==> src/rtl/evtimer_pkg.sv <==
package evtimer_pkg;

    localparam int CNT_W     = 64;
    localparam int REG_W     = 32;
    localparam int ROUTE_W   = 4;
    localparam int NUM_LINES = 1 << ROUTE_W;
    localparam int ADDR_W    = 12;

    localparam logic [ADDR_W-1:0] A_CAP    = 12'h000;
    localparam logic [ADDR_W-1:0] A_PERIOD = 12'h004;
    localparam logic [ADDR_W-1:0] A_GCFG   = 12'h010;
    localparam logic [ADDR_W-1:0] A_STATUS = 12'h020;
    localparam logic [ADDR_W-1:0] A_CNT_LO = 12'h0F0;
    localparam logic [ADDR_W-1:0] A_CNT_HI = 12'h0F4;

    localparam logic [3:0] CH_PAGE   = 4'h1;
    localparam logic [4:0] CH_CFG    = 5'h00;
    localparam logic [4:0] CH_CMP_LO = 5'h08;
    localparam logic [4:0] CH_CMP_HI = 5'h0C;
    localparam logic [4:0] CH_INCR   = 5'h10;

    typedef struct packed {
        logic [ROUTE_W-1:0] route;
        logic               narrow;
        logic               setval;
        logic               periodic;
        logic               enable;
    } chan_cfg_t;

    typedef struct packed {
        logic legacy;
        logic run;
    } gcfg_t;

    function automatic logic [REG_W-1:0] cap_word(int nch, bit legacy_ok, logic [7:0] rev);
        logic [REG_W-1:0] w;
        w        = '0;
        w[7:0]   = rev;
        w[11:8]  = 4'(nch - 1);
        w[15]    = legacy_ok;
        return w;
    endfunction

endpackage

==> src/rtl/evtimer_counter.sv <==
module evtimer_counter
    import evtimer_pkg::*;
(
    input  logic             clk,
    input  logic             rst,
    input  logic             run,
    input  logic             wr_lo,
    input  logic             wr_hi,
    input  logic [REG_W-1:0] wdata,
    output logic [CNT_W-1:0] cnt
);

    always_ff @(posedge clk) begin
        if (rst) begin
            cnt <= '0;
        end else begin
            if (run)
                cnt <= cnt + 1'b1;
            if (wr_lo)
                cnt[REG_W-1:0] <= wdata;
            if (wr_hi)
                cnt[CNT_W-1:REG_W] <= wdata;
        end
    end

    assert_count_step_R1: assert property (@(posedge clk) disable iff (rst)
        (run && !wr_lo && !wr_hi) |=> (cnt == $past(cnt) + 1'b1));

    assert_count_hold_R1: assert property (@(posedge clk) disable iff (rst)
        (!run && !wr_lo && !wr_hi) |=> $stable(cnt));

endmodule

==> src/rtl/evtimer_channel.sv <==
module evtimer_channel
    import evtimer_pkg::*;
(
    input  logic             clk,
    input  logic             rst,
    input  logic [CNT_W-1:0] cnt,
    input  logic             run,
    input  logic             wr_cfg,
    input  logic             wr_lo,
    input  logic             wr_hi,
    input  logic             clr,
    input  logic [REG_W-1:0] wdata,
    output chan_cfg_t        cfg_rd,
    output logic [CNT_W-1:0] cmp,
    output logic [REG_W-1:0] incr,
    output logic             sts
);

    chan_cfg_t cfg_q;
    chan_cfg_t cfg_new;
    logic      armed;
    logic      stage;
    logic      eq;
    logic      hit;

    assign cfg_new = chan_cfg_t'(wdata[7:0]);
    assign eq      = cfg_q.narrow ? (cnt[REG_W-1:0] == cmp[REG_W-1:0]) : (cnt == cmp);
    assign hit     = cfg_q.enable && run && eq;

    always_comb begin
        cfg_rd        = cfg_q;
        cfg_rd.setval = armed;
    end

    always_ff @(posedge clk) begin
        if (rst) begin
            cfg_q <= '0;
            armed <= 1'b0;
            stage <= 1'b0;
            cmp   <= '0;
            incr  <= '0;
            sts   <= 1'b0;
        end else begin
            if (hit && cfg_q.periodic)
                cmp <= cmp + CNT_W'(incr);
            if (wr_cfg) begin
                cfg_q        <= cfg_new;
                cfg_q.setval <= 1'b0;
                armed        <= cfg_new.setval && cfg_new.periodic;
                stage        <= 1'b0;
            end
            if (wr_lo) begin
                if (armed && stage) begin
                    incr  <= wdata;
                    armed <= 1'b0;
                    stage <= 1'b0;
                end else begin
                    cmp[REG_W-1:0] <= wdata;
                    if (armed)
                        stage <= 1'b1;
                end
            end
            if (wr_hi)
                cmp[CNT_W-1:REG_W] <= wdata;
            if (hit)
                sts <= 1'b1;
            else if (clr)
                sts <= 1'b0;
        end
    end

    assert_periodic_advance_R5: assert property (@(posedge clk) disable iff (rst)
        (hit && cfg_q.periodic && !wr_lo && !wr_hi && !wr_cfg)
        |=> (cmp == $past(cmp) + CNT_W'($past(incr))));

    assert_oneshot_holds_R4: assert property (@(posedge clk) disable iff (rst)
        (hit && !cfg_q.periodic && !wr_lo && !wr_hi) |=> $stable(cmp));

    assert_match_latches_R8: assert property (@(posedge clk) disable iff (rst)
        hit |=> sts);

    assert_clear_drops_R8: assert property (@(posedge clk) disable iff (rst)
        (clr && !hit) |=> !sts);

endmodule

==> src/rtl/evtimer_route.sv <==
module evtimer_route
    import evtimer_pkg::*;
#(
    parameter int NUM_CH = 3
)(
    input  logic [NUM_CH-1:0]              sts,
    input  logic [NUM_CH-1:0][ROUTE_W-1:0] routes,
    input  logic                           legacy,
    output logic [NUM_LINES-1:0]           lines,
    output logic                           tick,
    output logic                           rtc
);

    always_comb begin
        lines = '0;
        for (int c = 0; c < NUM_CH; c++) begin
            if (!(legacy && c < 2))
                lines[routes[c]] = lines[routes[c]] | sts[c];
        end
    end

    assign tick = legacy && sts[0];

    generate
        if (NUM_CH > 1) begin : g_rtc
            assign rtc = legacy && sts[1];
        end else begin : g_no_rtc
            assign rtc = 1'b0;
        end
    endgenerate

endmodule

==> src/rtl/evtimer.sv <==
module evtimer
    import evtimer_pkg::*;
#(
    parameter int              NUM_CH    = 3,
    parameter logic [31:0]     PERIOD_FS = 32'd10000000,
    parameter bit              LEGACY_OK = 1'b1,
    parameter logic [7:0]      REV       = 8'h01
)(
    input  logic                 clk,
    input  logic                 rst,
    input  logic                 wr_en,
    input  logic [ADDR_W-1:0]    addr,
    input  logic [REG_W-1:0]     wr_data,
    output logic [REG_W-1:0]     rd_data,
    output logic [NUM_LINES-1:0] irq_lines,
    output logic                 tick_irq,
    output logic                 rtc_irq
);

    localparam logic [REG_W-1:0] CAP = cap_word(NUM_CH, LEGACY_OK, REV);

    gcfg_t            gcfg;
    logic [CNT_W-1:0] cnt;
    logic [1:0]       chsel;
    logic [4:0]       choff;
    logic             in_page;

    chan_cfg_t                    cfg_a  [NUM_CH];
    logic [CNT_W-1:0]             cmp_a  [NUM_CH];
    logic [REG_W-1:0]             incr_a [NUM_CH];
    logic [NUM_CH-1:0]            sts;
    logic [NUM_CH-1:0][ROUTE_W-1:0] routes;

    assign chsel   = addr[6:5];
    assign choff   = addr[4:0];
    assign in_page = (addr[11:8] == CH_PAGE) && !addr[7];

    always_ff @(posedge clk) begin
        if (rst) begin
            gcfg <= '0;
        end else if (wr_en && addr == A_GCFG) begin
            gcfg.run    <= wr_data[0];
            gcfg.legacy <= wr_data[1] && LEGACY_OK;
        end
    end

    evtimer_counter u_counter (
        .clk   (clk),
        .rst   (rst),
        .run   (gcfg.run),
        .wr_lo (wr_en && addr == A_CNT_LO),
        .wr_hi (wr_en && addr == A_CNT_HI),
        .wdata (wr_data),
        .cnt   (cnt)
    );

    generate
        for (genvar c = 0; c < NUM_CH; c++) begin : g_ch
            logic sel;
            assign sel = wr_en && in_page && (int'(chsel) == c);
            evtimer_channel u_ch (
                .clk    (clk),
                .rst    (rst),
                .cnt    (cnt),
                .run    (gcfg.run),
                .wr_cfg (sel && choff == CH_CFG),
                .wr_lo  (sel && choff == CH_CMP_LO),
                .wr_hi  (sel && choff == CH_CMP_HI),
                .clr    (wr_en && addr == A_STATUS && wr_data[c]),
                .wdata  (wr_data),
                .cfg_rd (cfg_a[c]),
                .cmp    (cmp_a[c]),
                .incr   (incr_a[c]),
                .sts    (sts[c])
            );
            assign routes[c] = cfg_a[c].route;
        end
    endgenerate

    evtimer_route #(.NUM_CH(NUM_CH)) u_route (
        .sts    (sts),
        .routes (routes),
        .legacy (gcfg.legacy),
        .lines  (irq_lines),
        .tick   (tick_irq),
        .rtc    (rtc_irq)
    );

    always_comb begin
        rd_data = '0;
        if (in_page) begin
            for (int c = 0; c < NUM_CH; c++) begin
                if (int'(chsel) == c) begin
                    case (choff)
                        CH_CFG:    rd_data = REG_W'(cfg_a[c]);
                        CH_CMP_LO: rd_data = cmp_a[c][REG_W-1:0];
                        CH_CMP_HI: rd_data = cmp_a[c][CNT_W-1:REG_W];
                        CH_INCR:   rd_data = incr_a[c];
                        default:   rd_data = '0;
                    endcase
                end
            end
        end else begin
            case (addr)
                A_CAP:    rd_data = CAP;
                A_PERIOD: rd_data = PERIOD_FS;
                A_GCFG:   rd_data = REG_W'(gcfg);
                A_STATUS: rd_data = REG_W'(sts);
                A_CNT_LO: rd_data = cnt[REG_W-1:0];
                A_CNT_HI: rd_data = cnt[CNT_W-1:REG_W];
                default:  rd_data = '0;
            endcase
        end
    end

    assert_legacy_off_quiet_R10: assert property (@(posedge clk) disable iff (rst)
        (!gcfg.legacy) |-> (!tick_irq && !rtc_irq));

endmodule

==> config.mk <==
export PLATFORM = sky130hd
export DESIGN_NAME = evtimer
export DESIGN_NICKNAME = d
export VERILOG_FILES = /design/src/rtl/evtimer_pkg.sv /design/src/rtl/evtimer_counter.sv /design/src/rtl/evtimer_channel.sv /design/src/rtl/evtimer_route.sv /design/src/rtl/evtimer.sv
export SDC_FILE = /design/constraint.sdc
export NUM_CORES = 2
export LEC_CHECK = 0
export CAP_MARGIN = 20
export CORE_ASPECT_RATIO = 1.2
export CORE_MARGIN = 1.5
export CORE_UTILIZATION = 60
export DETAILED_ROUTE_END_ITERATION = 16
export PLACE_DENSITY = 0.9
export SKIP_CTS_REPAIR_TIMING = 1
export SLEW_MARGIN = 40
export SYNTH_ARGS = -nofsm -noshare
export SYNTH_HDL_FRONTEND = slang
export SYNTH_SLANG_ARGS = --single-unit
==> constraint.sdc <==
create_clock -name clk -period 8.82 [get_ports clk]
set_input_delay 0.882 -clock clk [delete_from_list [all_inputs] [get_ports clk]]
set_output_delay 0.882 -clock clk [all_outputs]
set_load 0.05 [all_outputs]
==> flow_summary.ini <==
[logic_synthesis]
syn-cell-area_um2 = 29310
yosys.area.top_type = dfxtp_1
yosysSeqAreaShare_pct = 26.23
ys_ff_latch = 384
ys_warn_count = 0
async_flop_share_pct = 0
synth_edf_count = 0
synth.net_count = 4039
ys_types = 83
ys.flop_type = dfxtp_1
synth_most_common_cell = nand2_1
yosysTopAreaCellShare_pct = 26.23
syn_inst = 3892
synth.area.top_cells = dfxtp_1, xnor2_1, mux2i_1
synthTopCellsByCount = nand2_1, nor2_1, dfxtp_1
synth.avg_cell_area_um2 = 7.530

[clocking]
clock-sinks = 384
numCtsBuffers = 43
max-clock-path-buffers = 3
cts_tree = yes
clock_latency_ns = 0.62
h-tree-depth = 2
path_clk_slew_ns = 0.06
cts_root_buffer = clkbuf_16

[die]
core-area_um2 = 48120
die_height_um = 245.1
num_rows = 88
die_area_um2 = 50180
num_io_pins = 97
start_util_pct = 60.91
die_w_um = 204.8

[setup_path]
reg2reg_from = u_counter.cnt[45]
reg2regPathDepth = 10
critPathKind = in -> out
rr_endpoint = g_ch[2].u_ch.cmp[48]
crit_path_end_kind = output port
critical_path_required_ns = 7.94
r2r_setup_slack_ns = 3.93
critPathLaunchType = input pin
crit_arrival_ns = 5.72
cp_max_fo = 59

[placement]
place.gp.congestion = 1.160
portBuffers = 96
dp_hpwl_um = 97220

[timing]
hold_viol = 0
clock_skew_ns = 0.03083
drv_slew = 0
period_share_pct = 74.85
fin_tns_setup_ns = 0
grt_setup_unrepaired = no
slew_headroom_pct = 35.82
max_freq_mhz = 151.5
tightest_slew_ns = 0.9502
setup_viol = 0
post-route-min-period_ns = 6.601

[power]
switching_power_uw = 981.2
power_density_nw_per_um2 = 122.7
switching_share_pct = 25.37
leakage_uw = 0.01180
max-vdd-ir-drop_uv = 124.9
seqPwrFrac_pct = 44.8
finalPower_uw = 3868
p_int_uw = 2887
pwr-share-clk_pct = 49.7
p_comb_share_pct = 5.5

[drt]
wirelength_um = 134300
ant_nets = 0
first_pass_iters = 6
drc = 0
viasPerCell = 7.309
vias = 32168
wl_per_cell_um = 30.51
drt-initial-drc-count = 4804

[global_routing]
grt_start_max_net_pins = 196
first_global_vias = 28621
grt_usage_pct = 51.96
grt_pass1_wl_um = 191900
grt_overflow_total = 0
antenna_found_initial = 12

[outcome]
outcome = complete, no violations

[min_path]
worstHoldEndpoint = g_ch[0].u_ch.incr[18]
min_path_type = reg -> reg
min_from = g_ch[0].u_ch.incr[18]
hold-path-cell-count = 2

[run]
drv_cap = 0

[layout]
fill_cells = 4151
nets = 3880
syn2layout_area_growth_pct = 7.531
drive_gt1_share_pct = 5.181
[flip-flops by register name, summed over array words and instances (netlist names)]
register	count
g_ch.u_ch.stage	3
g_ch.u_ch.cfg_rd	21
g_ch.u_ch.sts	3
g_ch.u_ch.incr	96
u_counter.cnt	64
g_ch.u_ch.cmp	192
gcfg	2
g_ch.u_ch.armed	3
[cell families after synthesis]
kind of cell,count (synthesis),synth area share [%]
and+or+nand+nor,1387,22.47
xor gates and xnor gates,369,11.03
adders and majority gates,100,4.346
muxes,175,6.152
DFF,384,26.23
AOI/OAI and AO/OA,1060,23.93
buffers and inverters,417,5.845
[metal layers]
metal  global-route usage [%]  wire length, um  up-vias
met5                        0              103        -
met3                    16.58            19620      842
met2                    73.43            53150     2672
li1                         -                -    13839
met1                    63.07            46570    14805
met4                    45.16            14840       10
[area by class of cell]
cell class	instances	area (um2)	area share (%)
antenna	7	17.52	0.05558
tap	630	788.3	2.501
clock inverter	13	168.9	0.5360
timing repair buffer	152	1295	4.109
inverter	61	229.0	0.7266
multi-input combinational	3091	20030	63.57
sequential	384	7689	24.40
clock buffer	63	1292	4.101
[worst max path at each step]
stage               startpoint  cells past startpoint     endpoint
finish                 addr[4]                      9  rd_data[26]
global placement       addr[4]                      9  rd_data[24]
CTS                    addr[4]                      9  rd_data[26]
floorplan              addr[2]                      7  rd_data[15]
detailed placement     addr[4]                      9  rd_data[26]
global route           addr[4]                      9  rd_data[26]
[critical path, stage by stage]
cell and delay, ns:
clkdlybuf4s50_1 0.40, buf_4 0.27, inv_1 0.31, nand3_4 0.57, nand2_1 0.29, and2_1 0.33, nand2_1 0.59, o41ai_1 1.06
clkdlybuf4s50_1 0.97
[per-stage QoR]
stage | util [%] | cells | hold slack, ns | instance area (um2) | setup WS (ns)
2_1_floorplan | - | 3892 | 0.4527 | 29310 | 3.827
3_3_place_gp | 62.46 | 4315 | 0.4707 | 30060 | 2.532
3_5_place_dp | 62.36 | 4316 | 0.4803 | 30010 | 2.494
4_1_cts | 65.40 | 4392 | 0.4892 | 31470 | 2.464
5_1_grt | 65.46 | 4395 | 0.4992 | 31500 | 2.284
6_report | 65.50 | 4401 | 0.4962 | 31510 | 2.219
[cells in the final DEF, fill, tap and decap left out, types with 12 or more instances in the layout]
cell type	synthesis	final
clkbuf_16	0	44
nor3b_1	14	14
and4_1	25	25
o21ai_0	198	198
ha_1	97	97
inv_1	61	61
o221ai_1	17	17
nor2b_1	13	13
a311oi_1	67	67
a21oi_1	244	244
nand2_1	412	409
nor4_1	46	45
a31oi_1	34	34
xnor2_1	228	228
or4_1	16	16
buf_4	6	52
mux2i_1	170	170
a221oi_1	13	13
nand2b_1	28	28
and2_1	24	24
a22oi_1	20	20
a211oi_1	167	166
xor2_1	141	141
dfxtp_1	384	383
o211ai_1	23	23
o22ai_1	49	49
clkbuf_8	0	12
buf_2	34	25
nor3_1	97	93
a21o_1	65	65
o21a_1	34	34
clkdlybuf4s50_1	0	70
nand3_1	91	89
nand4_1	83	83
or3_1	44	44
nor2_1	402	400
and3_1	57	56
[power groups by stage]
stage / sequential (uW) / combinational (uW) / clock, uW
final: 1730 / 212 / 1920
after global routing: 1730 / 209 / 1960
after CTS: 1730 / 194 / 1900
after detailed placement: 1770 / 193 / 0
after global placement: 1770 / 196 / 0
after floorplan: 1770 / 103 / 0
Note: power is estimated with default switching activity, not from simulation.
